$ cat config.mk
export PLATFORM = sky130hd
export DESIGN_NAME = spi_wbyte_queue
export DESIGN_NICKNAME = d
export VERILOG_FILES = /design/src/rtl/spi_wbq_pkg.sv /design/src/rtl/wbq_tx_bytes.sv /design/src/rtl/wbq_rx_pack.sv /design/src/rtl/wbq_word_fifo.sv /design/src/rtl/spi_wbyte_queue.sv
export SDC_FILE = /design/constraint.sdc
export NUM_CORES = 1
export LEC_CHECK = 0
export BUFFER_PORTS_ARGS = -buffer_cell sky130_fd_sc_hd__buf_2
export CAP_MARGIN = 20
export CORE_MARGIN = 1
export CORE_UTILIZATION = 40
export DETAILED_ROUTE_END_ITERATION = 8
export MAX_ROUTING_LAYER = met4
export PLACE_DENSITY = 0.65
export SYNTH_ARGS = -nofsm -noshare
export SYNTH_HDL_FRONTEND = slang
export SYNTH_SLANG_ARGS = --single-unit
$ cat constraint.sdc
create_clock -name clk -period 7.35 [get_ports clk]
set_input_delay 0.3675 -clock clk [delete_from_list [all_inputs] [get_ports clk]]
set_output_delay 0.3675 -clock clk [all_outputs]
set_load 0.01 [all_outputs]
$ cat src/rtl/spi_wbq_pkg.sv
package spi_wbq_pkg;

   localparam int unsigned WORD_W  = 32;
   localparam int unsigned BYTE_W  = 8;
   localparam int unsigned LANES   = WORD_W / BYTE_W;

   typedef struct packed {
      logic tx_msb_first;
      logic rx_msb_first;
      logic tx_big_endian;
      logic rx_big_endian;
   } wbq_cfg_t;

   localparam wbq_cfg_t CFG_RESET = '{
      tx_msb_first:  1'b1,
      rx_msb_first:  1'b1,
      tx_big_endian: 1'b0,
      rx_big_endian: 1'b0
   };

   function automatic logic [BYTE_W-1:0] bit_rev(input logic [BYTE_W-1:0] b);
      logic [BYTE_W-1:0] r;
      for (int i = 0; i < BYTE_W; i++) r[i] = b[BYTE_W-1-i];
      return r;
   endfunction

   function automatic logic [BYTE_W-1:0] bit_order(input logic [BYTE_W-1:0] b,
                                                  input logic msb_first);
      return msb_first ? b : bit_rev(b);
   endfunction

endpackage

$ cat src/rtl/wbq_tx_bytes.sv
module wbq_tx_bytes
   import spi_wbq_pkg::*;
#(
   parameter int unsigned DEPTH = 32,
   localparam int unsigned AW   = $clog2(DEPTH),
   localparam int unsigned LW   = $clog2(DEPTH + 1)
) (
   input  logic              clk,
   input  logic              rst_n,
   input  logic              flush,
   input  logic              wr_en,
   input  logic [WORD_W-1:0] wr_word,
   input  logic [1:0]        wr_cnt_m1,
   input  logic              big_endian,
   input  logic              msb_first,
   input  logic              rd_ready,
   output logic              out_valid,
   output logic [BYTE_W-1:0] out_byte,
   output logic [LW-1:0]     level,
   output logic              full,
   output logic              empty,
   output logic              reject
);

   if (DEPTH < LANES || (DEPTH & (DEPTH - 1)) != 0) begin : g_bad_depth
      $error("wbq_tx_bytes: DEPTH must be a power of two of at least one word");
   end

   logic [BYTE_W-1:0] mem [DEPTH];
   logic [AW-1:0]     wptr, rptr;
   logic [LW-1:0]     cnt, free_b;
   logic [2:0]        wr_n;
   logic              accept, pop;
   logic [BYTE_W-1:0] lane_byte [LANES];

   // byte k of the write, in queue order, picked per byte-order mode
   for (genvar k = 0; k < LANES; k++) begin : g_lane
      always_comb begin
         if (big_endian) lane_byte[k] = wr_word[BYTE_W*(LANES-1-k) +: BYTE_W];
         else            lane_byte[k] = wr_word[BYTE_W*k +: BYTE_W];
      end
   end

   assign wr_n   = {1'b0, wr_cnt_m1} + 3'd1;
   assign free_b = LW'(DEPTH) - cnt;
   assign accept = wr_en && !flush && (free_b >= LW'(wr_n));
   assign reject = wr_en && !flush && !accept;
   assign pop    = rd_ready && (cnt != '0) && !flush;

   always_ff @(posedge clk) begin
      if (accept) begin
         for (int k = 0; k < LANES; k++) begin
            if (3'(k) < wr_n) mem[wptr + AW'(k)] <= lane_byte[k];
         end
      end
   end

   always_ff @(posedge clk or negedge rst_n) begin
      if (!rst_n) begin
         wptr <= '0;
         rptr <= '0;
         cnt  <= '0;
      end else if (flush) begin
         wptr <= '0;
         rptr <= '0;
         cnt  <= '0;
      end else begin
         if (accept) wptr <= wptr + AW'(wr_n);
         if (pop)    rptr <= rptr + AW'(1);
         cnt <= cnt + (accept ? LW'(wr_n) : LW'(0)) - (pop ? LW'(1) : LW'(0));
      end
   end

   assign out_valid = (cnt != '0);
   assign out_byte  = bit_order(mem[rptr], msb_first);
   assign level     = cnt;
   assign full      = free_b < LW'(LANES);
   assign empty     = (cnt == '0);

   AST_TX_BOUND: assert property (@(posedge clk) disable iff (!rst_n)
      cnt <= LW'(DEPTH));
   AST_TX_REJECT_HOLD: assert property (@(posedge clk) disable iff (!rst_n)
      (reject && !rd_ready) |=> $stable(cnt));

endmodule

$ cat src/rtl/wbq_rx_pack.sv
module wbq_rx_pack
   import spi_wbq_pkg::*;
(
   input  logic              clk,
   input  logic              rst_n,
   input  logic              flush,
   input  logic              in_valid,
   input  logic [BYTE_W-1:0] in_byte,
   input  logic              in_last,
   input  logic              big_endian,
   input  logic              msb_first,
   output logic              out_push,
   output logic [WORD_W-1:0] out_word
);

   localparam int unsigned CW = $clog2(LANES);

   logic [WORD_W-1:0] acc, merged;
   logic [CW-1:0]     fill, lane;
   logic [BYTE_W-1:0] ordered;

   assign ordered = bit_order(in_byte, msb_first);
   assign lane    = big_endian ? CW'(LANES - 1) - fill : fill;

   always_comb begin
      merged = acc;
      merged[BYTE_W*lane +: BYTE_W] = ordered;
   end

   assign out_push = in_valid && !flush && (in_last || fill == CW'(LANES - 1));
   assign out_word = merged;

   always_ff @(posedge clk or negedge rst_n) begin
      if (!rst_n) begin
         acc  <= '0;
         fill <= '0;
      end else if (flush || out_push) begin
         acc  <= '0;
         fill <= '0;
      end else if (in_valid) begin
         acc  <= merged;
         fill <= fill + CW'(1);
      end
   end

   AST_PACK_FULLWORD: assert property (@(posedge clk) disable iff (!rst_n)
      (in_valid && !flush && fill == CW'(LANES - 1)) |-> out_push);

endmodule

$ cat src/rtl/wbq_word_fifo.sv
module wbq_word_fifo #(
   parameter int unsigned WIDTH = 32,
   parameter int unsigned DEPTH = 8,
   localparam int unsigned AW   = $clog2(DEPTH),
   localparam int unsigned LW   = $clog2(DEPTH + 1)
) (
   input  logic             clk,
   input  logic             rst_n,
   input  logic             flush,
   input  logic             push,
   input  logic [WIDTH-1:0] din,
   input  logic             pop,
   output logic [WIDTH-1:0] dout,
   output logic [LW-1:0]    level,
   output logic             full,
   output logic             empty,
   output logic             overflow,
   output logic             underflow
);

   if (DEPTH < 2 || (DEPTH & (DEPTH - 1)) != 0) begin : g_bad_depth
      $error("wbq_word_fifo: DEPTH must be a power of two of at least 2");
   end

   logic [WIDTH-1:0] mem [DEPTH];
   logic [AW-1:0]    wptr, rptr;
   logic [LW-1:0]    cnt;
   logic             do_push, do_pop;

   assign full      = (cnt == LW'(DEPTH));
   assign empty     = (cnt == '0);
   assign overflow  = push && full && !flush;
   assign underflow = pop && empty && !flush;
   assign do_push   = push && !full && !flush;
   assign do_pop    = pop && !empty && !flush;

   always_ff @(posedge clk) begin
      if (do_push) mem[wptr] <= din;
   end

   always_ff @(posedge clk or negedge rst_n) begin
      if (!rst_n) begin
         wptr <= '0;
         rptr <= '0;
         cnt  <= '0;
      end else if (flush) begin
         wptr <= '0;
         rptr <= '0;
         cnt  <= '0;
      end else begin
         if (do_push) wptr <= wptr + AW'(1);
         if (do_pop)  rptr <= rptr + AW'(1);
         cnt <= cnt + (do_push ? LW'(1) : LW'(0)) - (do_pop ? LW'(1) : LW'(0));
      end
   end

   assign dout  = mem[rptr];
   assign level = cnt;

   AST_WF_NO_OVERFLOW: assert property (@(posedge clk) disable iff (!rst_n)
      (overflow && !pop) |=> full);
   AST_WF_LEVEL_STEP: assert property (@(posedge clk) disable iff (!rst_n)
      (!flush && !push) |=> (cnt <= $past(cnt)));

endmodule

$ cat src/rtl/spi_wbyte_queue.sv
module spi_wbyte_queue
   import spi_wbq_pkg::*;
#(
   parameter int unsigned TX_BYTES = 32,
   parameter int unsigned RX_WORDS = 8
) (
   input  logic                            clk,
   input  logic                            rst_n,
   input  logic                            soft_rst,
   input  logic                            cfg_we,
   input  logic                            cfg_tx_msb_first,
   input  logic                            cfg_rx_msb_first,
   input  logic                            cfg_tx_big_endian,
   input  logic                            cfg_rx_big_endian,
   input  logic                            host_wr_en,
   input  logic [31:0]                     host_wr_data,
   input  logic [1:0]                      host_wr_nbytes_m1,
   input  logic                            host_rd_en,
   output logic [31:0]                     host_rd_data,
   output logic                            tx_byte_valid,
   output logic [7:0]                      tx_byte,
   input  logic                            tx_byte_ready,
   input  logic                            rx_byte_valid,
   input  logic [7:0]                      rx_byte,
   input  logic                            rx_byte_last,
   output logic [$clog2(TX_BYTES+1)-1:0]   tx_level,
   output logic                            tx_full,
   output logic                            tx_empty,
   output logic [$clog2(RX_WORDS+1)-1:0]   rx_level,
   output logic                            rx_full,
   output logic                            rx_empty,
   output logic                            fifo_err
);

   wbq_cfg_t          cfg_q;
   logic              err_q, tx_reject, rx_ovf, rx_udf;
   logic              pk_push;
   logic [WORD_W-1:0] pk_word;

   always_ff @(posedge clk or negedge rst_n) begin
      if (!rst_n)      cfg_q <= CFG_RESET;
      else if (cfg_we) cfg_q <= '{tx_msb_first:  cfg_tx_msb_first,
                                  rx_msb_first:  cfg_rx_msb_first,
                                  tx_big_endian: cfg_tx_big_endian,
                                  rx_big_endian: cfg_rx_big_endian};
   end

   wbq_tx_bytes #(.DEPTH(TX_BYTES)) u_tx (
      .clk        (clk),
      .rst_n      (rst_n),
      .flush      (soft_rst),
      .wr_en      (host_wr_en),
      .wr_word    (host_wr_data),
      .wr_cnt_m1  (host_wr_nbytes_m1),
      .big_endian (cfg_q.tx_big_endian),
      .msb_first  (cfg_q.tx_msb_first),
      .rd_ready   (tx_byte_ready),
      .out_valid  (tx_byte_valid),
      .out_byte   (tx_byte),
      .level      (tx_level),
      .full       (tx_full),
      .empty      (tx_empty),
      .reject     (tx_reject)
   );

   wbq_rx_pack u_pack (
      .clk        (clk),
      .rst_n      (rst_n),
      .flush      (soft_rst),
      .in_valid   (rx_byte_valid),
      .in_byte    (rx_byte),
      .in_last    (rx_byte_last),
      .big_endian (cfg_q.rx_big_endian),
      .msb_first  (cfg_q.rx_msb_first),
      .out_push   (pk_push),
      .out_word   (pk_word)
   );

   wbq_word_fifo #(.WIDTH(WORD_W), .DEPTH(RX_WORDS)) u_rxq (
      .clk       (clk),
      .rst_n     (rst_n),
      .flush     (soft_rst),
      .push      (pk_push),
      .din       (pk_word),
      .pop       (host_rd_en),
      .dout      (host_rd_data),
      .level     (rx_level),
      .full      (rx_full),
      .empty     (rx_empty),
      .overflow  (rx_ovf),
      .underflow (rx_udf)
   );

   always_ff @(posedge clk or negedge rst_n) begin
      if (!rst_n)        err_q <= 1'b0;
      else if (soft_rst) err_q <= 1'b0;
      else if (tx_reject || rx_ovf || rx_udf) err_q <= 1'b1;
   end

   assign fifo_err = err_q;

   AST_ERR_STICKY: assert property (@(posedge clk) disable iff (!rst_n)
      (err_q && !soft_rst) |=> err_q);
   AST_FLUSH_EMPTIES: assert property (@(posedge clk) disable iff (!rst_n)
      soft_rst |=> (tx_empty && rx_empty && !fifo_err));
   AST_UNDERRUN_FLAGS: assert property (@(posedge clk) disable iff (!rst_n)
      (host_rd_en && rx_empty && !soft_rst) |=> fifo_err);

endmodule

==> results of run 1 <==
how the worst min path moves through the flow:
stage	endpoint	slack [ps]	from
after detailed placement	u_pack.acc[6]	490	u_pack.acc[6]
after floorplan	cfg_q[0]	70	rst_n
final	cfg_q[3]	130	cfg_we
after global placement	u_pack.acc[24]	490	u_pack.acc[24]
after global routing	cfg_q[3]	120	cfg_we
after CTS	cfg_q[3]	120	cfg_we
through the flow:
stage	util	hold slack, ps	cells	setup WS, ps	area (um2)
final	0.447	135	3616	2750	36000
after global routing	0.447	119	3613	2710	35900
after CTS	0.446	116	3602	2720	35900
after detailed placement	0.421	491	3486	2610	33900
after global placement	0.421	488	3486	2800	33900
after floorplan	-	71.9	2495	3470	32400
registers in the layout, indices dropped and copies added, names as in the netlist:
signal / count
u_tx.mem: 256
u_tx.wptr: 5
u_pack.fill: 2
u_pack.acc: 32
u_rxq.wptr: 3
fifo_err: 1
u_rxq.mem: 256
cfg_q: 4
u_tx.level: 6
u_rxq.level: 4
u_rxq.rptr: 3
u_tx.rptr: 5
cell usage in the layout, fill, tap and decap left out, drive strengths merged, types with 27 or more instances in the layout:
cell    synthesis  routed
a21oi          27      27
a22o           34      34
a22oi          30      30
buf            96     167
clkbuf        137      80
dfrtp          63      63
edfxtp        512     512
ha             37      37
inv            70      73
mux2           69      69
mux2i         203     203
mux4          144     144
nand2         269     269
nand3          53      53
nor2           89      89
nor3           30      30
o21ai          40      40
o221ai        316     316
o22ai          36      36
metal layers:
layer / global-route usage / vias to the layer above / part of all wire
li1: - / 10100 / -
met1: 0.381 / 12600 / 0.37
met2: 0.431 / 2067 / 0.43
met3: 0.0918 / 566 / 0.13
met4: 0.166 / 0 / 0.066
met5: - / - / 0
critical path: stages (launching register included):
cell and delay, ps:
dfrtp_1 910, ha_1 720, a21oi_1 190, xnor2_1 830, nor2_1 420, nand3_1 520
o2111ai_1 570
cells in the mapped netlist (all sizes together) (4+ instances only):
library cell / count
clkbuf: 137
nor4: 13
a21oi: 27
and4: 4
o22ai: 36
a22o: 34
nand3: 53
buf: 96
o2111ai: 9
inv: 70
nand4: 19
o211ai: 5
dfrtp: 63
or2: 4
a211oi: 8
and3: 20
nor2: 89
nor3: 30
ha: 37
xnor2: 19
or4: 4
mux2i: 203
o221ai: 316
nand2b: 17
xor2: 9
mux2: 69
o32ai: 4
a21o: 13
o21ai: 40
and2: 8
or3: 12
edfxtp: 512
nand2: 269
mux4: 144
a22oi: 30
nor2b: 20
what timing repair did:
action	4_1_cts	5_1_grt
buffers inserted	0	0
hold endpoints to repair	69	0
hold buffers	7	0
setup endpoints to repair	0	0
cell families after synthesis:
logic type | share of synthesized area
compound gates | 0.137
buf+inv | 0.0405
flops | 0.524
fa+ha+maj | 0.0161
xor+xnor | 0.00756
mux | 0.187
simple gates | 0.0881
power breakdown:
group | internal, mW | switching [mW]
sequential | 3.70 | 0.202
combinational | 1.08 | 1.71
clock | 1.74 | 1.33
total | 6.52 | 3.24
cell type report:
class                   count  area (um2)  share of cell area
clock inverters            31         378              0.0105
repair buffers            176        1070              0.0298
inverters                  70         263             0.00731
flip-flops and latches    577       17000               0.473
well taps                1060        1330              0.0369
clock buffers              78        1590              0.0442
multi-input cells        1615       14300               0.397
diodes                      9        22.5            0.000626
==> out/results.ini, run 1 <==
[synthesis]
async_flop_share=0.113
synthCells=2495
yosys.area.top_type=edfxtp_1
synth_nets=2590
seq_area_frac_synth=0.524
synth.distinct_cells=81
ys_ff_latch=577
syn_area_mm2=0.0324
synth-edff-count=512
yosysWarnings=0
synth_area_per_cell_um2=13.0
synth_top_area_frac=0.474
synthTopCellsByArea=edfxtp_1 47%, mux4_2 10%, o221ai_1 8.5%
synth_ff_type=edfxtp_1

[timing]
final_max_slew_viol_count=0
fin_skew_ps=28.4
fin_crit_sh=0.626
setup_viol=0
tightest_slew_ps=1270
setup_tns_ps=0
maxSlewHeadroom=0.135
rsz0062_at_grt=false
hold_violations=0
fmax_mhz=217
fin_crit_ps=4600

[pwr]
ir_drop_mv=0.210
p_leak_nw=12.0
power_density_mw_per_mm2=271
power_mw=9.76

[routing]
drc=0
wl_per_cell_um=33.9
num_vias=25300
routed_wl_um=123000
drtPass1Iterations=8
drt_iter0_markers=4098
drt-vias-per-instance=7.01
postRouteAntennaNets=0

[layout]
syn_to_final_growth_pct=10.9
drive_gt1_frac=0.212
fin_nets=2594
nFillCells=7128

[hold_path]
holdPathStages=2
hold_path.class=input pin to register

[floorplan]
start_util=0.403
die_area_mm2=0.0822
ios=111
die_h_um=287
rows=104
die-width_um=287
core_area_mm2=0.0804

[critical_path]
crit_type=register to register
crit_required_ps=7570
startpoint=u_tx.wptr[2]
r2r_start=u_tx.wptr[2]
worstRegToRegCells=6
reg2reg_slack_ps=2750
crit_path_end=u_tx.mem[23][1]
crit_arrival_ps=4820
crit_path_end_kind=register
startpoint_type=register
cp_max_fo=26
rr_endpoint=u_tx.mem[23][1]

[placement]
place.gp.congestion=1.03
dp_hpwl_um=79000
place.port_buffers=110

[clocking]
clock_latency_ps=660
clk_path_buf_depth=3
cts_buffers=59
cts_root_buffer=clkbuf_16
clock-sinks=577
clk_pin_slew_ps=60
h-tree-depth=2
cts_tree=done
postCtsResizedCells=0

[global_routing]
grt_pass1_wl_um=174000
grt-ovfl-total=0
grt_use_total=0.302
grt_max_degree=66
antenna_found_initial=11
grt_pass1_vias=24500

[run]
maxCapViolCount=0

[status]
status=finished, final reports clean

Note: power is estimated with default switching activity, not from simulation.
==> run 2, diff against run 1 <==
ABC_AREA = 1   (was not set)
PLACE_DENSITY = 0.67   (was 0.65)
clock period = 4 ns   (was 7.35 ns; I/O delays follow)
==> run 2 against run 1 <==
Compared with the run above: first-iteration DRC count rose by 8.4%; clock skew fell by 8.7 ps; synthesized cell count rose by 85%; wire length rose by 11%; register-to-register slack got worse by 2200 ps; worst hold slack got worse by 100 ps; clock power rose by 96%; sequential power rose by 83%; via count rose by 38%; global-route usage rose by 0.26 points; setup slack got worse by 2300 ps; largest cell class unchanged; largest power group unchanged; highest routed layer unchanged.
==> out/results.ini, run 2 <==
[status]
status=finished, final reports clean

[timing]
hold_violations=0  ; unchanged
fin_crit_sh=0.888
final_max_slew_viol_count=0  ; unchanged
setup_viol=0  ; unchanged
rsz0062_at_grt=false
fmax_mhz=282
tightest_slew_ps=1220  ; -53.7 ps
fin_crit_ps=3550
setup_tns_ps=0  ; unchanged
fin_skew_ps=19.7  ; -8.68 ps
maxSlewHeadroom=0.186  ; +0.0508

[clocking]
cts_root_buffer=clkbuf_16
cts_hold_buf=7  ; unchanged
clk_path_buf_depth=3  ; unchanged
clock_latency_ps=630  ; -30 ps
h-tree-depth=3  ; +1
clk_pin_slew_ps=60  ; about the same
clock-sinks=577  ; unchanged
postCtsSetupRepairBufs=0  ; unchanged
cts_buffers=67  ; +14%
cts_tree=done
postCtsResizedCells=0  ; unchanged

[placement]
place.port_buffers=110  ; unchanged
place.gp.congestion=1.03  ; +0.56%
dp_hpwl_um=85700  ; +8.5%
dp.cells=5760  ; +65%

[critical_path]
worstPathCellList=buf_4, buf_4, o21ai_0, o22ai_1, nor2_1, a31oi_1, buf_2
cp_slowest_cell=buf_4
path_common_cell=buf_4
cp_max_fo=64  ; +150%
startpoint_type=register
crit_path_end_kind=output pin
r2r_start=u_tx.level[0]
reg2reg_slack_ps=510  ; -2240 ps
crit_required_ps=3800  ; -3770 ps
cpPeakStageDelay_ps=650  ; -260 ps
crit_arrival_ps=3350  ; -1470 ps
worstRegToRegCells=18  ; +12
rr_endpoint=u_tx.level[5]
crit_type=register to output pin

[floorplan]
start_util=0.407  ; +0.00356
core_area_mm2=0.0874  ; +8.7%
die_h_um=300  ; +4.7%
ios=111  ; unchanged
rows=108  ; +3.8%
die_area_mm2=0.0901  ; +9.6%
die-width_um=300  ; +4.7%

[synthesis]
yosys-top-cells-count=1,116 x nand2_1, 789 x nor2_1, 694 x nand3_1
yosysWarnings=0  ; unchanged
muxShareOfSynthArea=0.000317  ; -0.186
ys_ff_latch=577  ; unchanged
synthCells=4628  ; +85%
seq_area_frac_synth=0.478  ; -0.0463
synth_most_common_cell=nand2_1
synthAdderAreaFrac=0.0147  ; -0.00142
async_flop_share=0.113  ; unchanged
synthSimpleGateAreaFrac=0.354  ; +0.266
synthTopCellsByArea=edfxtp_1 43%, nand2_1 12%, nand3_1 9.8%
syn_area_mm2=0.0356  ; +9.7%
synth_top_family_by_area=simple AND/OR/NAND/NOR gates
synth.distinct_cells=43  ; -47%
synthXorXnorAreaFrac=0.00172  ; -0.00584
synth_area_per_cell_um2=7.68  ; -41%
synth_ff_type=edfxtp_1
synth_top_area_frac=0.432  ; -0.0418
synth-edff-count=512  ; unchanged
synth-compound-area-share=0.0857  ; -0.0509
yosys.area.top_type=edfxtp_1
synth_nets=4723  ; +82%

[hold_path]
holdPathStages=3  ; +1
hp-start=cfg_we
hold_path.class=input pin to register
whs_endpoint=cfg_q[3]

[layout]
syn_to_final_growth_pct=13.6
drive_gt1_frac=0.122  ; -0.0903
regArea_mm2=0.0170  ; about the same
fin_nets=4776  ; +84%
multi_input_area_mm2=0.0165  ; +15%
top_regs=u_rxq.mem: 256 flops, u_tx.mem: 256 flops, u_pack.acc: 32 flops
mostFrequentLayoutCells=1,116 x nand2_1, 778 x nor2_1, 694 x nand3_1, 512 x edfxtp_1, 325 x o21ai_0
final_common_cell=nand2_1
final_cell_count_no_fill=5888  ; +63%
nFillCells=8479  ; +19%

[pwr]
power.net_switching_mw=7.74  ; +140%
pwr-share-clk=0.302  ; -0.012
power_frac_comb=0.341  ; +0.055
p_leak_nw=16.3  ; +36%
p_seq_frac=0.357  ; -0.043
p_int_mw=12.2  ; +88%
ir_drop_mv=0.419  ; +99%
power_density_mw_per_mm2=495  ; +82%
swShare=0.387  ; +0.0552

[routing]
wl_per_cell_um=23.0  ; -32%
drtPass1Iterations=8  ; unchanged
drc=0  ; unchanged
num_vias=34900  ; +38%
drt_iter0_markers=4444  ; +8.4%
routed_wl_um=136000  ; +11%
drt-vias-per-instance=5.93  ; -15%
postRouteAntennaNets=0  ; unchanged

[global_routing]
grt_pass1_wl_um=201000  ; +15%
grt_use_total=0.304  ; +0.00257
antenna_found_initial=2  ; -9
grt_max_degree=131  ; +98%
grt-ovfl-total=0  ; unchanged
grt_pass1_vias=31600  ; +29%

[run]
maxCapViolCount=0  ; unchanged

[run 2: cell types whose count changed in the layout (fill, tap and decap cells not counted), moves of 192 or more]
cell and change:
nand2_1 +848, o21ai_0 +296, o221ai_1 -291, nor2_1 +697
nand3_1 +647, mux2i_1 -192
[run 2: cell families (layout without fill, tap and decap cells)]
| group | count (synthesis) | in the layout |
|---|---|---|
| AOI/OAI and AO/OA | 549 | 549 |
| adders and majority gates | 40 | 40 |
| buffers and inverters | 578 | 682 |
| DFF | 577 | 577 |
| muxes | 1 | 1 |
| and+or+nand+nor | 2876 | 2876 |
| other | 0 | 1 |
| xor gates and xnor gates | 7 | 7 |
[run 2: per-stage QoR]
step | power (mW) | setup WS (ps) | hold slack, ps | cell area [um2] | util
finish | 20.0 | 449 | 32.9 | 40400 | 0.462
global route | 20.7 | 238 | 52.2 | 40400 | 0.462
CTS | 19.8 | 441 | 18.2 | 40400 | 0.462
detailed placement | 13.8 | 590 | 260 | 38200 | 0.437
global placement | 13.8 | 596 | 265 | 38200 | 0.437
floorplan | 11.2 | 524 | -95.6 | 35600 | -
[run 2: how the worst max path moves through the flow]
stage,start,to,cells after the start
final,u_rxq.rptr[0],host_rd_data[12],7
after detailed placement,u_tx.level[0],u_tx.level[5],19
after CTS,u_rxq.rptr[0],host_rd_data[31],7
after global routing,u_tx.level[0],u_tx.level[5],19
after global placement,host_wr_nbytes_m1[0],u_tx.level[5],22
after floorplan,u_tx.level[0],u_tx.level[5],21
[run 2: power groups by stage]
stage | Combinational, mW | Clock, mW | Sequential (mW)
after global placement | 6.54 | 0 | 7.24
final | 6.81 | 6.03 | 7.13
after floorplan | 4.06 | 0 | 7.18
after CTS | 6.62 | 6.09 | 7.13
after global routing | 7.25 | 6.31 | 7.16
after detailed placement | 6.59 | 0 | 7.25
[run 2: layer usage]
| metal | share of wire | wire length, um | track usage |
|---|---|---|---|
| met1 | 0.39 | 52500 | 0.396 |
| met2 | 0.42 | 57600 | 0.439 |
| met3 | 0.12 | 16800 | 0.0658 |
| met4 | 0.065 | 8800 | 0.170 |
| met5 | 0 | 0 | - |
[run 2: layout make-up]
| cell class | instances | share of cell area |
|---|---|---|
| Clock inverter | 32 | 0.00864 |
| Timing Repair Buffer | 335 | 0.0609 |
| Antenna cell | 1 | 0.0000620 |
| Multi-Input combinational cell | 3473 | 0.408 |
| Sequential cell | 577 | 0.421 |
| Inverter | 227 | 0.0212 |
| Tap cell | 1155 | 0.0358 |
| Clock buffer | 88 | 0.0440 |
[run 2: critical path, delay by kind of cell (launching register included)]
family,cells,cell delay [ps]
flops,1,480
simple gates,1,60
buf+inv,3,1390
compound gates,3,760
